==> config.mk <==
export PLATFORM = sky130hd
export DESIGN_NAME = bus_recovery_seq
export DESIGN_NICKNAME = d
export VERILOG_FILES = /design/src/rtl/bus_rec_pkg.sv /design/src/rtl/rec_phase_timer.sv /design/src/rtl/rec_step_seq.sv /design/src/rtl/rec_line_drive.sv /design/src/rtl/bus_recovery_seq.sv
export SDC_FILE = /design/constraint.sdc
export NUM_CORES = 1
export LEC_CHECK = 0
export BUFFER_PORTS_ARGS = -buffer_cell sky130_fd_sc_hd__buf_2
export CAP_MARGIN = 20
export CORE_MARGIN = 1.5
export CORE_UTILIZATION = 43
export DETAILED_ROUTE_END_ITERATION = 6
export PLACE_DENSITY = 0.61
export SLEW_MARGIN = 25
export SYNTH_ARGS = -nofsm -noshare
export SYNTH_HDL_FRONTEND = slang
export SYNTH_SLANG_ARGS = --single-unit
==> constraint.sdc <==
create_clock -name clk -period 3.3 [get_ports clk]
set_input_delay 0.495 -clock clk [delete_from_list [all_inputs] [get_ports clk]]
set_output_delay 0.495 -clock clk [all_outputs]
set_load 0.02 [all_outputs]
==> src/rtl/bus_rec_pkg.sv <==
package bus_rec_pkg;

    // Steps of the recovery pattern, in the order they are visited.
    typedef enum logic [2:0] {
        STEP_IDLE     = 3'd0,
        STEP_CLK_HIGH = 3'd1,
        STEP_CLK_LOW  = 3'd2,
        STEP_DATA_LOW = 3'd3,
        STEP_CLK_REL  = 3'd4
    } rec_step_e;

    // Override pair: 1 in a field pulls that line low.
    typedef struct packed {
        logic scl_low;
        logic sda_low;
    } line_drive_t;

    localparam int STEPS_PER_PULSE = 2;
    localparam int TAIL_STEPS      = 2;

    function automatic int total_phases(input int pulses);
        return STEPS_PER_PULSE * pulses + TAIL_STEPS;
    endfunction

    function automatic int count_width(input int limit);
        return (limit > 1) ? $clog2(limit) : 1;
    endfunction

    function automatic line_drive_t drive_for(input rec_step_e step);
        line_drive_t d;
        d = '{scl_low: 1'b0, sda_low: 1'b0};
        case (step)
            STEP_CLK_LOW:  d.scl_low = 1'b1;
            STEP_DATA_LOW: begin
                d.scl_low = 1'b1;
                d.sda_low = 1'b1;
            end
            STEP_CLK_REL:  d.sda_low = 1'b1;
            default:       d = '{scl_low: 1'b0, sda_low: 1'b0};
        endcase
        return d;
    endfunction

endpackage

==> src/rtl/rec_phase_timer.sv <==
module rec_phase_timer #(
    parameter int PHASE_CYCLES = 500
) (
    input  logic clk,
    input  logic rst,
    input  logic run_i,
    output logic phase_end_o
);
    localparam int CW = bus_rec_pkg::count_width(PHASE_CYCLES);
    localparam logic [CW-1:0] LAST = CW'(PHASE_CYCLES - 1);

    logic [CW-1:0] cnt_q;

    always_ff @(posedge clk) begin
        if (rst || !run_i) begin
            cnt_q <= '0;
        end else if (cnt_q == LAST) begin
            cnt_q <= '0;
        end else begin
            cnt_q <= cnt_q + 1'b1;
        end
    end

    assign phase_end_o = run_i && (cnt_q == LAST);


    phase_cnt_range_chk: assert property (@(posedge clk) disable iff (rst)
        32'(cnt_q) < PHASE_CYCLES);


    phase_cnt_parked_chk: assert property (@(posedge clk) disable iff (rst)
        !run_i |=> cnt_q == '0);

endmodule

==> src/rtl/rec_step_seq.sv <==
module rec_step_seq
    import bus_rec_pkg::*;
#(
    parameter int PULSES = 9
) (
    input  logic      clk,
    input  logic      rst,
    input  logic      start_i,
    input  logic      phase_end_i,
    output rec_step_e step_o,
    output logic      done_o
);
    localparam int PW = count_width(PULSES);
    localparam logic [PW-1:0] LAST_PULSE = PW'(PULSES - 1);

    rec_step_e step_q, step_d;
    logic [PW-1:0] pulse_q, pulse_d;
    logic done_q, done_d;

    always_comb begin
        step_d  = step_q;
        pulse_d = pulse_q;
        done_d  = 1'b0;
        case (step_q)
            STEP_IDLE: begin
                if (start_i) begin
                    step_d  = STEP_CLK_HIGH;
                    pulse_d = '0;
                end
            end
            STEP_CLK_HIGH: begin
                if (phase_end_i) step_d = STEP_CLK_LOW;
            end
            STEP_CLK_LOW: begin
                if (phase_end_i) begin
                    if (pulse_q == LAST_PULSE) begin
                        step_d = STEP_DATA_LOW;
                    end else begin
                        step_d  = STEP_CLK_HIGH;
                        pulse_d = pulse_q + 1'b1;
                    end
                end
            end
            STEP_DATA_LOW: begin
                if (phase_end_i) step_d = STEP_CLK_REL;
            end
            STEP_CLK_REL: begin
                if (phase_end_i) begin
                    step_d = STEP_IDLE;
                    done_d = 1'b1;
                end
            end
            default: step_d = STEP_IDLE;
        endcase
    end

    always_ff @(posedge clk) begin
        if (rst) begin
            step_q  <= STEP_IDLE;
            pulse_q <= '0;
            done_q  <= 1'b0;
        end else begin
            step_q  <= step_d;
            pulse_q <= pulse_d;
            done_q  <= done_d;
        end
    end

    assign step_o = step_q;
    assign done_o = done_q;


    pulse_idx_range_chk: assert property (@(posedge clk) disable iff (rst)
        32'(pulse_q) < PULSES);


    busy_start_ignored_chk: assert property (@(posedge clk) disable iff (rst)
        (start_i && step_q != STEP_IDLE && !phase_end_i) |=> step_q == $past(step_q));


    done_single_chk: assert property (@(posedge clk) disable iff (rst)
        done_q |=> !done_q);

endmodule

==> src/rtl/rec_line_drive.sv <==
module rec_line_drive
    import bus_rec_pkg::*;
(
    input  rec_step_e step_i,
    output logic      scl_ovr_o,
    output logic      sda_ovr_o,
    output logic      busy_o
);
    line_drive_t drv;

    always_comb begin
        drv       = drive_for(step_i);
        scl_ovr_o = drv.scl_low;
        sda_ovr_o = drv.sda_low;
        busy_o    = (step_i != STEP_IDLE);
    end


    always_comb begin
        idle_quiet_chk: assert (busy_o || (!scl_ovr_o && !sda_ovr_o));
    end

endmodule

==> src/rtl/bus_recovery_seq.sv <==
module bus_recovery_seq
    import bus_rec_pkg::*;
#(
    parameter int PHASE_CYCLES = 500,
    parameter int PULSES       = 9
) (
    input  logic clk,
    input  logic rst,
    input  logic start,
    output logic busy,
    output logic done,
    output logic scl_ovr,
    output logic sda_ovr,
    input  logic scl_in,
    input  logic sda_in,
    output logic bus_ok
);
    rec_step_e step;
    logic      phase_end;
    logic      run;

    rec_phase_timer #(.PHASE_CYCLES(PHASE_CYCLES)) i_timer (
        .clk         (clk),
        .rst         (rst),
        .run_i       (run),
        .phase_end_o (phase_end)
    );

    rec_step_seq #(.PULSES(PULSES)) i_seq (
        .clk         (clk),
        .rst         (rst),
        .start_i     (start),
        .phase_end_i (phase_end),
        .step_o      (step),
        .done_o      (done)
    );

    rec_line_drive i_drive (
        .step_i    (step),
        .scl_ovr_o (scl_ovr),
        .sda_ovr_o (sda_ovr),
        .busy_o    (run)
    );

    assign busy   = run;
    assign bus_ok = done & scl_in & sda_in;


    sda_under_scl_chk: assert property (@(posedge clk) disable iff (rst)
        $rose(sda_ovr) |-> scl_ovr && $past(scl_ovr));


    stop_edge_chk: assert property (@(posedge clk) disable iff (rst)
        $fell(sda_ovr) |-> !scl_ovr && !$past(scl_ovr));


    done_after_busy_chk: assert property (@(posedge clk) disable iff (rst)
        done |-> !busy && $past(busy));


    bus_ok_gated_chk: assert property (@(posedge clk) disable iff (rst)
        !done |-> !bus_ok);

endmodule

==> run summary, run 1 <==
Crit end category: primary output
CTS Hold Bufs: 0
CTS tree: yes
Fin Hold WS: 473 ps
Layout Cell Area excl Fill: 951 um^2
Worst EP required: 2800 ps
Area grow syn2layout: 6.74%
Initial antenna violation count: 0
Max Cap Viol: 0
Max Fanout on Critical Path: 12
PnR worst setup slack: 1410 ps
Num CTS Buffers: 3
Cell count after synthesis: 101
Pre-CTS setup slack: 1630 ps
Setup TNS: 0 ps
Drt wl/cell: 11.3 um
Number of max-slew violations in the final report: 0
Die X: 48.5 um
Total I/O pin count: 10
Dominant register cell in the synthesized netlist: dfxtp_1
RSZ-0062 raised after global routing: no
Later-pin clock latency in the skew report: 290 ps
Setup Viol. Count Final: 0
Detailed-route via count: 721
GPL Wtd Cong: 0.832
LEAKAGE: 0.000336 uW
Die Y: 48.5 um
Clk buf depth: 2
Total track usage: 0.148
Vias in the first global route: 616
Syn avg cell area: 8.82 um^2
Vias per inst: 5.34
Worst Clk Skew: 4.81 ps
Final ANT Viol Nets: 0
Iteration count of the initial detailed-routing pass: 4
ANT cells: 0
Post-cts gate resize count: 0
Placement row count: 16
Initial Util: 0.454
Worst path arrival time: 1400 ps
Unique masters post-synth: 33
PwrDens: 355 nW/um^2
Ratio of cells with drive above 1 in the final layout: 0.176
CTS Root Cell: clkbuf_4
Share of the clock period used by the worst path after layout: 0.573
Residual DRC: 0
Die ar.: 2350 um^2
Core Box Area: 1960 um^2
Port Buffers: 9
Synth warn: 0
Post-Syn Area: 891 um^2
EDFF count, synth: 0
Relative slew slack: 0.726
Setup bufs post-CTS: 0
Hold Vio Cnt, Final: 0
Ys async rst share: 0
Maximum VDD drop: 0.205 mV
Tightest Hold Check Type: flop to flop
Final Critical Period: 1890 ps
First-pass GRT wire length: 2740 um
CTS Sinks: 17
Pin count of the biggest net entering global routing: 13
Worst Tran Pin Value: 406 ps
Crit Path Category: flop to primary output
Placed cell area: 925 um^2
GR Overflow Total: 0
Startpoint Class: flop
Synth Net Count: 109
Fmax: 0.528 GHz
Final core occ: 0.485
H-tree depth: 1
Iteration-0 DRC Markers: 13
Sequential area share after synthesis: 0.382
Synth Register Bits: 17
Setup slack, reg-to-reg: 1620 ps
NumNets Final: 117
Clk slew on worst S/H paths: 100 ps
WL final: 1530 um
DP HPWL: 1090 um
Status: finished, final reports clean
## placed cells by master, fill, tap and decap left out, types with 2 or more instances in the layout
master	Yosys	final
a2111oi_2	2	2
a21oi_1	4	4
buf_2	1	9
clkbuf_4	0	3
dfxtp_1	17	17
ha_1	3	3
inv_1	4	4
nand2_1	7	7
nand3_1	6	6
nand4_1	7	7
nor2_1	14	14
nor2b_1	3	3
nor3_1	3	3
o21ai_0	3	3
o31ai_1	2	2
xnor2_1	3	3
xor2_1	4	4
## layer usage
metal	vias up	wire length, um	track usage
li1	374	-	-
met5	-	0	0
met2	14	735	0.238
met3	0	67	0.0556
met1	333	730	0.193
met4	0	0	0.0286
## where the power goes
group / total, uW / internal (uW) / switching (uW)
combinational: 16.9 / 6.52 / 10.4
clock: 110 / 46.9 / 63.0
sequential: 211 / 207 / 3.68
## logic make-up after synthesis
logic type / share of synthesized area
XOR/XNOR: 0.0688
adder cells (fa/ha/maj): 0.0421
AO/OA/AOI/OAI: 0.114
buffers and inverters: 0.0674
flip-flops: 0.382
AND/OR/NAND/NOR: 0.326
## synth_stat cells, drive strengths merged, types with 2 or more instances
cell / count / area share
nand4: 7 / 0.049
o21ai: 3 / 0.017
dfxtp: 17 / 0.38
nor3: 3 / 0.017
buf: 3 / 0.027
o31ai: 2 / 0.017
xnor2: 3 / 0.029
nor2b: 4 / 0.031
a2111oi: 2 / 0.034
and4: 2 / 0.021
nor2: 14 / 0.059
nand3: 6 / 0.034
clkbuf: 3 / 0.024
ha: 3 / 0.042
xor2: 4 / 0.039
a21oi: 4 / 0.022
nand2: 7 / 0.029
inv: 4 / 0.017
## sequential cells by signal (all words and copies together), names as in the netlist
signal / flops
i_seq.done_o: 1
i_seq.pulse_q: 4
i_seq.step_o: 3
i_timer.cnt_q: 9
## through the flow
stage / cells / total power (uW)
after floorplan: 101 / 229
after global placement: 131 / 232
after detailed placement: 131 / 232
after CTS: 135 / 339
after global routing: 135 / 352
final: 135 / 337
## worst paths after layout
path	from	end	depth (start not counted)
hold reg to reg	i_timer.cnt_q[0]$_SDFF_PP0_	i_timer.cnt_q[0]$_SDFF_PP0_	1
setup reg to reg	i_timer.cnt_q[0]$_SDFF_PP0_	i_timer.cnt_q[3]$_SDFF_PP0_	5
setup / recovery	i_seq.step_o[1]$_SDFFE_PP0P_	sda_ovr	4
hold / removal	i_timer.cnt_q[0]$_SDFF_PP0_	i_timer.cnt_q[0]$_SDFF_PP0_	1
## worst max-delay path: stages, from the launching register on
cell,delay [ps]
dfxtp_1,550
nor2b_1,260
nand2_1,70
nand2_1,70
buf_2,150
## final cells by class
cell class              count  area, um^2
fillers                   214        1010
multi-input cells          74         490
flip-flops and latches     17         340
repair buffers              9        45.0
well taps                  27        33.8
clock buffers               4        26.3
inverters                   4        15.0
Note: power is estimated with default switching activity, not from simulation.
==> inputs of run 2 (changes only) <==
--- a/config.mk
+++ b/config.mk
@@ -10,7 +10,7 @@
 export CORE_MARGIN = 1.5
 export CORE_UTILIZATION = 43
 export DETAILED_ROUTE_END_ITERATION = 6
-export PLACE_DENSITY = 0.61
+export PLACE_DENSITY = 0.63
 export SLEW_MARGIN = 25
 export SYNTH_ARGS = -nofsm -noshare
 export SYNTH_HDL_FRONTEND = slang
==> constraint.sdc (replaced) <==
create_clock -name clk -period 1.54 [get_ports clk]
set_input_delay 0.231 -clock clk [delete_from_list [all_inputs] [get_ports clk]]
set_output_delay 0.231 -clock clk [all_outputs]
set_load 0.02 [all_outputs]
==> run summary, run 2 (same netlist as run 1, synthesis figures left out) <==
Status: finished, final reports clean
Worst EP required: 1310 ps
Placement row count: 16
Area grow syn2layout: 19.9%
Total I/O pin count: 10
Filler cell count: 197
Iteration-0 DRC Markers: 11
Final core occ: 0.545
WL final: 1810 um
CTS tree: yes
Maximum VDD drop: 0.423 mV
Multi-input gate area: 510 um^2
H-tree depth: 1
Final Critical Period: 1450 ps
GR Overflow Total: 0
Pin count of the biggest net entering global routing: 12
Setup TNS: 0 ps
Met1 GRT Util: 0.196
Tightest Hold Check Type: primary input to flop
Crit-path cells: buf_4 -> nor2b_2 -> nand2_1 -> nand2_1 -> buf_4
Crit end category: primary output
Number of max-slew violations in the final report: 0
Core Box Area: 1960 um^2
Die X: 48.5 um
ANT cells: 0
Final ANT Viol Nets: 0
GR Layer Usage met3: 0.0278
Ratio of cells with drive above 1 in the final layout: 0.342
Residual DRC: 0
Relative slew slack: 0.706
Startpoint Class: flop
DP HPWL: 1340 um
Worst Clk Skew: 6.76 ps
Port Buffers: 9
PwrDens: 685 nW/um^2
Num CTS Buffers: 3
Detailed-route via count: 773
Drt wl/cell: 12.3 um
Worst Tran Pin Value: 435 ps
CTS Hold Bufs: 0
Hold Crit Depth: 2
Met2 usage: 0.285
Vias in the first global route: 764
Setup Viol. Count Final: 0
Setup slack, reg-to-reg: 100 ps
Die Y: 48.5 um
Slowest-stage cell, CP: dfxtp_1
Clk buf depth: 2
First-pass GRT wire length: 3100 um
Worst reg2reg path depth: 6
Iteration count of the initial detailed-routing pass: 4
Clk slew on worst S/H paths: 90 ps
Biggest register: i_timer.cnt_q
NumNets Final: 129
Max Cap Viol: 0
Fmax: 0.688 GHz
Most Crowded Layer GR: met2
Crit Path Category: flop to primary output
Buffers plus inverters on the worst setup path: 2
Most frequent cells in the layout: 13 x nor2_1, 13 x dfxtp_1, 13 x buf_4, 8 x buf_2, 7 x nand4_1
Hold Vio Cnt, Final: 0
Initial antenna violation count: 0
Hold endpoint: i_seq.step_o[0]$_SDFFE_PP0P_
Cell family contributing the most delay on the critical path: flip-flops
Min-delay src: rst
Fin Hold WS: 251 ps
Max FFs per register: 9
RSZ-0062 raised after global routing: yes
R2r endpoint: i_seq.step_o[1]$_SDFFE_PP0P_
Reg area: 345 um^2
CTS Root Cell: clkbuf_4
Reg2Reg Launch Point: i_seq.pulse_q[0]$_SDFFE_PP0P_
CP max stage delay: 360 ps
Worst path arrival time: 1220 ps
Die ar.: 2350 um^2
Share of the clock period used by the worst path after layout: 0.943
GPL Wtd Cong: 0.807
Initial Util: 0.454
LEAKAGE: 0.000400 uW
Total track usage: 0.165
Later-pin clock latency in the skew report: 280 ps
CTS Sinks: 17
Vias per inst: 5.26
Max Fanout on Critical Path: 6
[run 2: worst max-delay path by stage]
stage	from	to	slack, ps	cells past startpoint
2_1_floorplan	i_timer.cnt_q[0]$_SDFF_PP0_	i_seq.step_o[1]$_SDFFE_PP0P_	6	6
3_3_place_gp	i_timer.cnt_q[1]$_SDFF_PP0_	i_timer.cnt_q[8]$_SDFF_PP0_	70	5
3_5_place_dp	i_timer.cnt_q[1]$_SDFF_PP0_	i_timer.cnt_q[7]$_SDFF_PP0_	40	5
4_1_cts	i_timer.cnt_q[1]$_SDFF_PP0_	i_timer.cnt_q[4]$_SDFF_PP0_	7	5
5_1_grt	i_seq.pulse_q[0]$_SDFFE_PP0P_	i_seq.step_o[1]$_SDFFE_PP0P_	-20	6
6_report	i_seq.step_o[2]$_SDFFE_PP0P_	sda_ovr	90	5
[run 2: cell type report]
cell class / count / area share
multi-input cells: 74 / 0.478
flip-flops and latches: 17 / 0.323
repair buffers: 21 / 0.129
well taps: 27 / 0.0316
clock buffers: 4 / 0.0246
inverters: 4 / 0.0141
[run 2: worst register-to-register path, cell delays in order, from the launching register on]
cell and delay, ps:
dfxtp_1 340, inv_1 100, ha_1 150, nand3b_1 200
nor2_1 150, nor2_1 60, a2111oi_2 330
[run 2: routing by layer]
layer  wire length (um)  part of all wire
met1                824              0.46
met2                909              0.50
met3                 30             0.017
met4                 46             0.025
met5                  0                 0
[run 2: where the power goes]
part | internal (uW) | switching [uW] | total, uW
combinational | 21.0 | 27.6 | 48.6
sequential | 444 | 5.25 | 449
clock | 100 | 134 | 234
total | 566 | 166 | 732
[run 2: per-stage QoR]
stage / cells / total power, uW / instance area, um^2 / worst slack (ps)
6_report: 147 / 732 / 1070 / 87.3
5_1_grt: 147 / 774 / 1070 / -21.8
4_1_cts: 145 / 739 / 1030 / 6.89
3_5_place_dp: 141 / 504 / 1000 / 36.0
3_3_place_gp: 141 / 503 / 1000 / 68.8
2_1_floorplan: 101 / 491 / 896 / 5.85
[run 2: what timing repair did]
item,4_1_cts,5_1_grt
setup buffers,0,2
endpoints found under the setup margin,0,14
resized for setup,0,8
==> inputs of run 3 (changes only) <==
--- a/config.mk
+++ b/config.mk
@@ -9,6 +9,7 @@
 export CAP_MARGIN = 20
 export CORE_MARGIN = 1.5
 export CORE_UTILIZATION = 43
+export CTS_BUF_LIST = sky130_fd_sc_hd__clkbuf_4 sky130_fd_sc_hd__clkbuf_8 sky130_fd_sc_hd__clkbuf_16
 export DETAILED_ROUTE_END_ITERATION = 6
 export PLACE_DENSITY = 0.63
 export SLEW_MARGIN = 25
==> run summary, run 3 (same netlist as run 1, synthesis figures left out) <==
Placement row count: 16
Core Box Area: 1960 um^2
Ratio of cells with drive above 1 in the final layout: 0.350
Flop pwr share: 0.598
Tightest Hold Check Type: primary input to flop
Crit Path Category: flop to primary output
Clk buf depth: 2
Crit-path cells: buf_4 -> nor2b_2 -> nand2_1 -> nand2_1 -> buf_4
Initial Util: 0.454
Startpoint Class: flop
Buffers plus inverters on the worst setup path: 2
Placed cells: 141
Worst EP required: 1310 ps
Pin count of the biggest net entering global routing: 12
H-tree depth: 1
GPL Wtd Cong: 0.807
Die Y: 48.5 um
Max Cap Viol: 0
Maximum VDD drop: 0.617 mV
Initial antenna violation count: 0
Fin Hold WS: 249 ps
Detailed-route via count: 767
Internal Pwr Total: 583 uW
Post-route insts no fill: 147
Setup Viol. Count Final: 0
Iteration-0 DRC Markers: 11
CTS Hold Bufs: 0
Number of max-slew violations in the final report: 0
Cell family contributing the most delay on the critical path: flip-flops
Hold Vio Cnt, Final: 0
Final Critical Period: 1460 ps
NumNets Final: 129
Num CTS Buffers: 3
Most frequent cells in the layout: 13 x nor2_1, 13 x dfxtp_1, 13 x buf_4, 8 x buf_2, 7 x nand4_1
First-pass GRT wire length: 3120 um
WL final: 1810 um
Biggest register: i_timer.cnt_q
Share of the clock period used by the worst path after layout: 0.946
Status: finished, final reports clean
PwrDens: 700 nW/um^2
CTS tree: yes
Total track usage: 0.169
CTS Sinks: 17
Die X: 48.5 um
Crit end category: primary output
Worst path arrival time: 1230 ps
Clock power share: 0.337
Later-pin clock latency in the skew report: 280 ps
Relative slew slack: 0.706
Total I/O pin count: 10
Worst Clk Skew: 5.83 ps
Drt wl/cell: 12.3 um
Sw Pwr: 168 uW
Die ar.: 2350 um^2
GR Overflow Total: 0
Combinational share of power: 0.065
Max Fanout on Critical Path: 6
Worst Tran Pin Value: 435 ps
Vias per inst: 5.22
Max FFs per register: 9
Switching power share of the total: 0.223
Residual DRC: 0
CP max stage delay: 360 ps
ANT cells: 0
Port Buffers: 9
Area grow syn2layout: 20.4%
Slowest-stage cell, CP: dfxtp_1
RSZ-0062 raised after global routing: yes
Final ANT Viol Nets: 0
CTS Root Cell: clkbuf_4
Fmax: 0.686 GHz
Vias in the first global route: 761
Iteration count of the initial detailed-routing pass: 4
Clk slew on worst S/H paths: 90 ps
LEAKAGE: 0.000403 uW
DP HPWL: 1340 um
==> run 3: metrics by stage <==
step                      power (uW)  utilization  worst slack (ps)  instance area (um^2)  TNS, ps
after floorplan                  491            -              5.85                   896        0
after global placement           503        0.512              68.8                  1000        0
after detailed placement         504        0.512              36.0                  1000        0
after CTS                        758        0.527              6.91                  1030        0
after global routing             799        0.547             -21.5                  1070    -45.2
final                            751        0.547              82.5                  1070        0
==> run 3: worst register-to-register path: cells and delay by family, from the launching register on <==
kind	cells	cell delay, ps
fa+ha+maj	1	150
simple gates	3	410
buf+inv	1	100
compound gates	1	330
flops	1	340
==> run 3: final timing paths <==
path,from,endpoint,slack [ps],cells after the start
worst max-delay path,i_seq.step_o[2]$_SDFFE_PP0P_,sda_ovr,80,5
worst min-delay path,rst,i_seq.step_o[0]$_SDFFE_PP0P_,250,2
worst max register to register,i_seq.pulse_q[0]$_SDFFE_PP0P_,i_seq.step_o[1]$_SDFFE_PP0P_,100,6
worst min register to register,i_timer.cnt_q[0]$_SDFF_PP0_,i_timer.cnt_q[0]$_SDFF_PP0_,440,1
==> run 3: timing repair <==
| action | 4_1_cts | 5_1_grt |
|---|---|---|
| buffers inserted | 0 | 2 |
| gates resized for setup | 0 | 8 |
| endpoints found under the setup margin | 0 | 13 |
==> run 3: area by class of cell <==
class	instances	area (um^2)
Fill cell	196	890
Clock buffer	4	30.0
Inverter	4	15.0
Timing Repair Buffer	21	138
Tap cell	27	33.8
Multi-Input combinational cell	74	510
Sequential cell	17	345
==> run 3: metal layers <==
metal,global-route usage,vias up,wire length [um]
met3,0.0370,4,32
met4,0.100,0,36
met5,0,-,0
met2,0.285,8,914
met1,0.196,361,830
li1,-,394,-
==> run 3: power by group through the flow <==
stage / logic, uW / registers, uW / clock network [uW]
floorplan: 34.2 / 457 / 0
global placement: 45.0 / 458 / 0
detailed placement: 45.1 / 459 / 0
CTS: 45.5 / 448 / 264
global route: 55.1 / 450 / 293
finish: 48.7 / 449 / 253
